File: config.mk
export PLATFORM = sky130hd
export DESIGN_NAME = vlcfg_unit
export DESIGN_NICKNAME = d
export VERILOG_FILES = /design/src/rtl/vlcfg_pkg.sv /design/src/rtl/vlcfg_sat.sv /design/src/rtl/vlcfg_select.sv /design/src/rtl/vlcfg_clamp.sv /design/src/rtl/vlcfg_unit.sv
export SDC_FILE = /design/constraint.sdc
export NUM_CORES = 1
export LEC_CHECK = 0
export CORE_AREA = 2 2 145 147
export DETAILED_ROUTE_END_ITERATION = 12
export DIE_AREA = 0 0 147 149
export PLACE_DENSITY = 0.61
export SETUP_SLACK_MARGIN = 0.5
export SYNTH_ARGS = -nofsm -noshare
export SYNTH_HDL_FRONTEND = slang
export SYNTH_SLANG_ARGS = --single-unit
export TNS_END_PERCENT = 100
File: constraint.sdc
create_clock -name clk -period 5.7 [get_ports clk]
set_clock_uncertainty 0.15 [all_clocks]
set_input_delay 1.425 -clock clk [delete_from_list [all_inputs] [get_ports clk]]
set_output_delay 1.425 -clock clk [all_outputs]
set_load 0.01 [all_outputs]
File: src/rtl/vlcfg_pkg.sv
`timescale 1ns/1ps
package vlcfg_pkg;
  localparam int INSN_W = 32;
  localparam int FLD_W  = 7;
  localparam int RIDX_W = 5;
  localparam int CR_W   = 4;

  typedef struct packed {
    logic [RIDX_W-1:0] rt;
    logic [RIDX_W-1:0] ra;
    logic [FLD_W-1:0]  imm;
    logic              ms;
    logic              vs;
    logic              vf;
    logic              rc;
  } vl_op_t;
endpackage

File: src/rtl/vlcfg_sat.sv
`timescale 1ns/1ps
module vlcfg_sat #(
  parameter int IW = 64,
  parameter int OW = 7
) (
  input  logic [IW-1:0] val_i,
  output logic [OW-1:0] val_o,
  output logic          sat_o
);
  assign sat_o = |val_i[IW-1:OW];
  assign val_o = sat_o ? {OW{1'b1}} : val_i[OW-1:0];
endmodule

File: src/rtl/vlcfg_select.sv
`timescale 1ns/1ps
module vlcfg_select #(
  parameter int LW = 7
) (
  input  logic          vs_i,
  input  logic          ra_nz_i,
  input  logic          rt_nz_i,
  input  logic [LW-1:0] old_vl_i,
  input  logic [LW-1:0] imm_i,
  input  logic [LW-1:0] reg_vl_i,
  input  logic          reg_sat_i,
  input  logic [LW-1:0] ctr_vl_i,
  input  logic          ctr_sat_i,
  output logic [LW-1:0] vl_o,
  output logic          ovf_o
);
  always_comb begin
    vl_o  = old_vl_i;
    ovf_o = 1'b0;
    if (vs_i) begin
      if (ra_nz_i) begin
        vl_o  = reg_vl_i;
        ovf_o = reg_sat_i;
      end else if (!rt_nz_i) begin
        vl_o = imm_i;
      end else begin
        vl_o  = ctr_vl_i;
        ovf_o = ctr_sat_i;
      end
    end
  end


  always_comb begin
    sat_src_chk: assert (!ovf_o || vs_i);
  end
endmodule

File: src/rtl/vlcfg_clamp.sv
`timescale 1ns/1ps
module vlcfg_clamp #(
  parameter int LW = 7
) (
  input  logic [LW-1:0] vl_i,
  input  logic          ovf_i,
  input  logic [LW-1:0] mvl_i,
  output logic [LW-1:0] vl_o,
  output logic          ovf_o
);
  logic over;
  assign over  = vl_i > mvl_i;
  assign vl_o  = over ? mvl_i : vl_i;
  assign ovf_o = ovf_i | over;


  always_comb begin
    vl_le_mvl_chk: assert (vl_o <= mvl_i);
  end
endmodule

File: src/rtl/vlcfg_unit.sv
`timescale 1ns/1ps
module vlcfg_unit #(
  parameter int XLEN = 64,
  parameter int LW   = vlcfg_pkg::FLD_W
) (
  input  logic                        clk,
  input  logic                        rst,
  input  logic                        valid_i,
  input  logic [vlcfg_pkg::INSN_W-1:0] insn_i,
  input  logic [XLEN-1:0]             ra_val_i,
  input  logic [XLEN-1:0]             ctr_i,
  input  logic [XLEN-1:0]             state_i,
  output logic                        state_we_o,
  output logic [XLEN-1:0]             state_o,
  output logic                        rt_we_o,
  output logic [vlcfg_pkg::RIDX_W-1:0] rt_idx_o,
  output logic [XLEN-1:0]             rt_data_o,
  output logic                        ovf_o,
  output logic                        cr_we_o,
  output logic [vlcfg_pkg::CR_W-1:0]  cr_o
);
  import vlcfg_pkg::*;

  localparam int MVL_HI  = XLEN - 1;
  localparam int VL_HI   = XLEN - 1 - LW;
  localparam int PASS_HI = XLEN - 1 - 2 * LW;
  localparam int PERSIST = 1;
  localparam int VFIRST  = 0;
  localparam int NSRC    = 2;

  // MSB-0 field n sits at insn_i[INSN_W-1-n]
  vl_op_t op;
  assign op.rt  = insn_i[INSN_W-7  -: RIDX_W];
  assign op.ra  = insn_i[INSN_W-12 -: RIDX_W];
  assign op.imm = insn_i[INSN_W-17 -: FLD_W];
  assign op.ms  = insn_i[INSN_W-24];
  assign op.vs  = insn_i[INSN_W-25];
  assign op.vf  = insn_i[INSN_W-26];
  assign op.rc  = insn_i[INSN_W-32];

  logic unused_opcode_bits;
  assign unused_opcode_bits = ^{insn_i[INSN_W-1 -: 6], insn_i[5:1]};

  logic [LW-1:0] imm_w, old_mvl, old_vl, new_mvl;
  assign imm_w   = op.imm + LW'(1);
  assign old_mvl = state_i[MVL_HI -: LW];
  assign old_vl  = state_i[VL_HI -: LW];
  assign new_mvl = op.ms ? imm_w : old_mvl;

  // wide sources: index 0 register value, index 1 loop counter
  logic [NSRC-1:0][XLEN-1:0] wide_src;
  logic [NSRC-1:0][LW-1:0]   narrow_src;
  logic [NSRC-1:0]           src_sat;
  assign wide_src[0] = ra_val_i;
  assign wide_src[1] = ctr_i;

  for (genvar g = 0; g < NSRC; g++) begin : g_sat
    vlcfg_sat #(.IW(XLEN), .OW(LW)) u_sat (
      .val_i(wide_src[g]),
      .val_o(narrow_src[g]),
      .sat_o(src_sat[g])
    );
  end

  logic [LW-1:0] vl_raw, vl_fin;
  logic          ovf_raw, ovf_fin;

  vlcfg_select #(.LW(LW)) u_sel (
    .vs_i     (op.vs),
    .ra_nz_i  (op.ra != '0),
    .rt_nz_i  (op.rt != '0),
    .old_vl_i (old_vl),
    .imm_i    (imm_w),
    .reg_vl_i (narrow_src[0]),
    .reg_sat_i(src_sat[0]),
    .ctr_vl_i (narrow_src[1]),
    .ctr_sat_i(src_sat[1]),
    .vl_o     (vl_raw),
    .ovf_o    (ovf_raw)
  );

  vlcfg_clamp #(.LW(LW)) u_clamp (
    .vl_i (vl_raw),
    .ovf_i(ovf_raw),
    .mvl_i(new_mvl),
    .vl_o (vl_fin),
    .ovf_o(ovf_fin)
  );

  logic [XLEN-1:0] state_n;
  logic [CR_W-1:0] cr_n;
  always_comb begin
    state_n                = state_i;
    state_n[MVL_HI -: LW]  = new_mvl;
    state_n[VL_HI -: LW]   = vl_fin;
    if (op.vs || op.ms) begin
      state_n[VFIRST]  = op.vf;
      state_n[PERSIST] = 1'b0;
    end
    cr_n = {vl_fin == '0, vl_fin != '0, 1'b0, ovf_fin};
  end

  always_ff @(posedge clk) begin
    if (rst) begin
      state_we_o <= 1'b0;
      state_o    <= '0;
      rt_we_o    <= 1'b0;
      rt_idx_o   <= '0;
      rt_data_o  <= '0;
      ovf_o      <= 1'b0;
      cr_we_o    <= 1'b0;
      cr_o       <= '0;
    end else begin
      state_we_o <= valid_i;
      rt_we_o    <= valid_i && (op.rt != '0);
      cr_we_o    <= valid_i && op.rc;
      if (valid_i) begin
        state_o   <= state_n;
        rt_idx_o  <= op.rt;
        rt_data_o <= {{(XLEN-LW){1'b0}}, vl_fin};
        ovf_o     <= ovf_fin;
        cr_o      <= cr_n;
      end
    end
  end


  valid_strobe_chk: assert property (@(posedge clk) disable iff (rst)
    valid_i |=> state_we_o);


  idle_quiet_chk: assert property (@(posedge clk) disable iff (rst)
    !valid_i |=> !(state_we_o || rt_we_o || cr_we_o));


  vl_bound_chk: assert property (@(posedge clk) disable iff (rst)
    state_we_o |-> (state_o[VL_HI -: LW] <= state_o[MVL_HI -: LW]));


  rt_zext_chk: assert property (@(posedge clk) disable iff (rst)
    rt_we_o |-> (rt_data_o[XLEN-1:LW] == '0 &&
                 rt_data_o[LW-1:0] == state_o[VL_HI -: LW]));


  mode_hold_chk: assert property (@(posedge clk) disable iff (rst)
    (valid_i && !op.vs && !op.ms) |=> state_o[PERSIST:VFIRST] == $past(state_i[PERSIST:VFIRST]));


  pass_bits_chk: assert property (@(posedge clk) disable iff (rst)
    valid_i |=> state_o[PASS_HI:2] == $past(state_i[PASS_HI:2]));


  cr_nonzero_chk: assert property (@(posedge clk) disable iff (rst)
    cr_we_o |-> $onehot(cr_o[3:2]));
endmodule

## Word-level counts from Yosys, hierarchy flattened

Cells that the tools add are included.

- Flip-flop bits (word level): 83
- Output and inout bits: 141
- Input bits: 227

- $add $sub $neg: 1
- Mux-type cells: 11
- Bitwise gates (word level): 1
- Reduce and logical (&&, ||, !) cells: 9
- Magnitude comparators: 1

Operators with widths:

| cell | count |
|---|---|
| $reduce_or 57->1 | 2 |
| $mux 7 | 7 |
| $reduce_bool 5->1 | 2 |
| $add 7x1->7 const B | 1 |
| $gt 7x7->1 | 1 |
| $logic_not 7->1 | 1 |
| $reduce_bool 7->1 | 1 |
| $mux 1 | 3 |
| $logic_and 1x1->1 | 2 |
| $mux 2 | 1 |
| $logic_or 1x1->1 | 1 |
| $or 1x1->1 | 1 |

## Longest topological paths before layout

- Depth in word-level cells: 8
- Depth in mapped cells: 16
- Mapped depth without buffers: 16

## Cells and area by module

From an unflattened synthesis, not the netlist that was laid out.

- Cell total of the unflattened synthesis: 480
- Area, all modules: 4,297.9 um^2

Modules (own cells, without submodules):

| module | area each (um^2) | cells an instance | instances | seq. area each (um^2) |
|---|---|---|---|---|
| vlcfg_unit | 3,394.5 | 356 | 1 | 1,501.4 |
| vlcfg_sat | 182.7 | 28 | 2 | 0.0 |
| vlcfg_clamp | 270.3 | 33 | 1 | 0.0 |
| vlcfg_select | 267.8 | 35 | 1 | 0.0 |

## Worst setup path before layout

OpenSTA, ideal clock, no wires.

- Path kind: in2reg
- From: in insn_i[21] (netlist bit)
- To: reg cr_o[3] (netlist bit)
- Arrival time: 4.623 ns
- Setup slack: 0.839 ns
- Path buffers: 1
- Library setup time: 0.088 ns
- Cell stages on the path: 16
- Data required time: 5.462 ns
- Cells stage by stage: or4_1 > nor2_1 > buf_4 > a211o_1 > a31oi_1 > a211oi_1 > inv_1 > ha_1 > a22o_1 > nor4_1 > a2bb2oi_1 > o21ai_4 > mux2_2 > a31oi_1 > o41a_1 > a311oi_2

- Cells in the longest elaborated chain, start to end: 7

RTL lines:

| element | line | source |
|---|---|---|
| start, declared | vlcfg_unit.sv:9 | `input logic [vlcfg_pkg::INSN_W-1:0] insn_i,` |
| $reduce_bool 5->1 * | vlcfg_unit.sv:71 | `.rt_nz_i (op.rt != '0),` |
| $mux 7 * | vlcfg_select.sv:24 | `end else if (!rt_nz_i) begin` |
| $mux 7 * | vlcfg_select.sv:21 | `if (ra_nz_i) begin` |
| $mux 7 * | vlcfg_select.sv:20 | `if (vs_i) begin` |
| $gt 7x7->1 | vlcfg_clamp.sv:12 | `assign over = vl_i > mvl_i;` |
| $mux 7 * | vlcfg_clamp.sv:13 | `assign vl_o = over ? mvl_i : vl_i;` |
| $logic_not 7->1 * | vlcfg_unit.sv:100 | `cr_n = {vl_fin == '0, vl_fin != '0, 1'b0, ovf_fin};` |
| end signal, assigned | vlcfg_unit.sv:122 | `cr_o <= cr_n;` |
| end, declared | vlcfg_unit.sv:20 | `output logic [vlcfg_pkg::CR_W-1:0] cr_o` |

Mark *: on every way between the ends. The rest lies on a longest branch, timed or not.
A chain may end at the register's enable or synchronous reset.

## Worst setup path after layout

- From: in ctr_i[54]
- To: reg cr_o[3] (netlist bit)

- Cells in the longest elaborated chain, start to end: 8

RTL lines:

| element | line | source |
|---|---|---|
| start, declared | vlcfg_unit.sv:11 | `input logic [XLEN-1:0] ctr_i,` |
| $reduce_or 57->1 * | vlcfg_sat.sv:10 | `assign sat_o = \|val_i[IW-1:OW];` |
| $mux 7 * | vlcfg_sat.sv:11 | `assign val_o = sat_o ? {OW{1'b1}} : val_i[OW-1:0];` |
| $mux 7 * | vlcfg_select.sv:24 |  |
| $mux 7 * | vlcfg_select.sv:21 |  |
| $mux 7 * | vlcfg_select.sv:20 |  |
| $gt 7x7->1 | vlcfg_clamp.sv:12 |  |
| $mux 7 * | vlcfg_clamp.sv:13 |  |
| $logic_not 7->1 * | vlcfg_unit.sv:100 |  |

Marked as above.

==> flow_metrics.env <==
export IMPL_grt_max_degree=50
export IMPL_fmax_mhz=197
export IMPL_io_buffer_count=298
export IMPL_hold_violations=0
export IMPL_reg2reg_from="state_o[55]"
export IMPL_p_leak_nw=3.20
export IMPL_fp_dieW_um=147
export IMPL_io_pins=368
export IMPL_worstSetupEndpointType="flip-flop"
export IMPL_r2r_cells=2
export IMPL_worstHoldStart="state_o[1]"
export IMPL_finalMaxSlewViolations=0
export IMPL_drc=0
export IMPL_wl_per_cell_um=15.2
export IMPL_ff2ff_setup_slack_ns=4.70
export IMPL_yosysWarnings=0
export IMPL_yosysMostFrequentCell="nor2_1"
export IMPL_cts_hold_buf=0
export IMPL_syn_area_per_cell_um2=8.49
export IMPL_nets=1036
export IMPL_start_util=0.206
export IMPL_synthArstFlopShare=0
export IMPL_cp_required_ns=5.81
export IMPL_hold_worst_slack_ns=0.321
export IMPL_clock_sinks=75
export IMPL_ys_ff_latch=75
export IMPL_dr_pass1_iters=4
export IMPL_antenna_found_initial=0
export IMPL_ant_nets=0
export IMPL_slew_limit_headroom=0.509
export IMPL_syn_area_um2=4230
export IMPL_cp_start_kind="input port"
export IMPL_synth_common_cells="nor2_1, dfxtp_1, buf_4"
export IMPL_rsz0062_at_grt="no"
export IMPL_worstPathMaxFanout=5
export IMPL_rows=53
export IMPL_drive_gt1_frac=0.0943
export IMPL_post_drt_via_cell_ratio=4.08
export IMPL_die_h_um=149
export IMPL_clockBufferDepth=2
export IMPL_num_antenna_cells=0
export IMPL_fin_crit_ns=5.06
export IMPL_cts_tree="done"
export IMPL_hold_class="flip-flop to flip-flop"
export IMPL_yosysSeqAreaShare=0.355
export IMPL_fin_crit_sh=0.888
export IMPL_dpl_hpwl_mm=13.2
export IMPL_cts_buffers=9
export IMPL_drv_cap=0
export IMPL_vias=4413
export IMPL_cts_clk_slew_worst_paths_ns=0.07
export IMPL_final_setup_viol_count=0
export IMPL_synth_top_area_share=0.355
export IMPL_arrival_ns=5.17
export IMPL_synth_edf_count=0
export IMPL_cts_root_buffer="clkbuf_16"
export IMPL_yosys_most_used_dff="dfxtp_1"
export IMPL_routed_wl_mm=16.4
export IMPL_critPathKind="input port to flip-flop"
export IMPL_area_growth_pct=85.7
export IMPL_tightestPinTransition_ns=0.737
export IMPL_grt_use_total=0.144
export IMPL_whs_endpoint="state_o[1]"
export IMPL_powerDensity_nw_per_um2=207
export IMPL_cts_max_level=3
export IMPL_hold_path_depth=2
export IMPL_timing_rr_end="state_o[55]"
export IMPL_design_core_area_um2=20600
export IMPL_critPathLaunch="ctr_i[54]"
export IMPL_clk_latency_ns=0.34
export IMPL_setup_tns_ns=0
export IMPL_grt_pass1_wl_mm=24.0
export IMPL_synth_cell_type_count=47
export IMPL_irDropWorstVdd_v=0.000132
export IMPL_grt_overflow_total=0
export IMPL_fp_dieArea_um2=21900
export IMPL_syn_inst=498
export IMPL_routabilityCongestion=0.862
export IMPL_drt_iter0_drc=109
export IMPL_status="complete, no violations"
export IMPL_first_global_vias=4214
export IMPL_synthTopCellsByArea="dfxtp_1, mux2i_1, buf_4, nor2_1, nor4_1"
export IMPL_yosys_area_top_type="dfxtp_1"
[layout make-up]
type | instances | area (um^2)
Inverter | 14 | 52.6
Clock inverter | 7 | 65.1
Sequential cell | 75 | 1500
Timing Repair Buffer | 321 | 3160
Clock buffer | 9 | 225
Fill cell | 2120 | 12700
Tap cell | 275 | 344
Multi-Input combinational cell | 380 | 2510
[cells in the final DEF, fill, tap and decap left out, drive strengths merged, types with 3 or more instances in the layout]
cell type / count
nand2: 18
clkdlybuf4s50: 293
mux2i: 65
nor4: 30
and2: 4
dlymetal6s2s: 3
a311oi: 3
o21ai: 13
ha: 8
conb: 58
xnor2: 3
buf: 25
nand3: 11
a21oi: 16
nor3: 5
nor2: 102
clkbuf: 9
a31oi: 7
inv: 19
a211oi: 5
dfxtp: 75
nand4: 6
[logic make-up after synthesis]
group                    after synthesis  synth area share
flip-flops                            75             0.355
AND/OR/NAND/NOR                      185             0.211
other                                  1          0.000887
multiplexers                          66             0.157
XOR/XNOR                               5            0.0104
AO/OA/AOI/OAI                         58            0.0947
adder cells (fa/ha/maj)                8            0.0237
buffers and inverters                100             0.148
[metal layers]
layer	GRT usage	part of all wire	vias up
met1	0.188	0.45	1971
li1	-	-	2222
met2	0.229	0.45	207
met4	0.0389	0.015	0
met5	0	0	-
met3	0.0462	0.079	13
[metrics by stage]
step | power [mW] | utilization | cell area (um^2) | cells | setup slack [ns]
floorplan | 0.795 | - | 4440 | 555 | 0.839
global placement | 1.04 | 0.356 | 7320 | 1059 | 0.0434
detailed placement | 1.04 | 0.356 | 7320 | 1059 | 0.0548
CTS | 1.63 | 0.371 | 7630 | 1076 | 0.555
global route | 1.71 | 0.382 | 7860 | 1081 | 0.471
finish | 1.62 | 0.382 | 7860 | 1081 | 0.636
[flip-flops by register name, indices dropped and copies added, names as in the netlist]
name / flops
cr_o: 3
state_o: 64
state_we_o: 1
cr_we_o: 1
rt_idx_o: 5
rt_we_o: 1
[worst max-delay path, cell delays in order]
cell	delay, ns
clkdlybuf4s50_1	0.40
or4_4	0.57
nor4_4	0.43
a31oi_1	0.17
a211oi_2	0.31
inv_1	0.12
ha_4	0.28
nor3_1	0.04
nor2_1	0.16
a2bb2oi_2	0.22
o21ai_4	0.11
buf_6	0.14
o21ai_4	0.16
a31oi_4	0.05
o41a_1	0.41
a311oi_2	0.17
[timing repair]
action	in CTS	in global routing
setup buffers	1	5
gates resized for setup	4	32
setup endpoints to repair	3	4
pin swaps	1	22
[where the power goes]
part           internal [mW]  switching [mW]
combinational          0.282           0.198
sequential             0.559          0.0220
clock                  0.306           0.257
[worst max path at each step]
stage | end | slack, ns
finish | cr_o[3] | 0.64
global route | cr_o[2] | 0.47
CTS | cr_o[3] | 0.56
detailed placement | cr_o[2] | 0.05
global placement | cr_o[2] | 0.04
floorplan | cr_o[3] | 0.84
No activity file was read; power rests on OpenSTA's default activity.
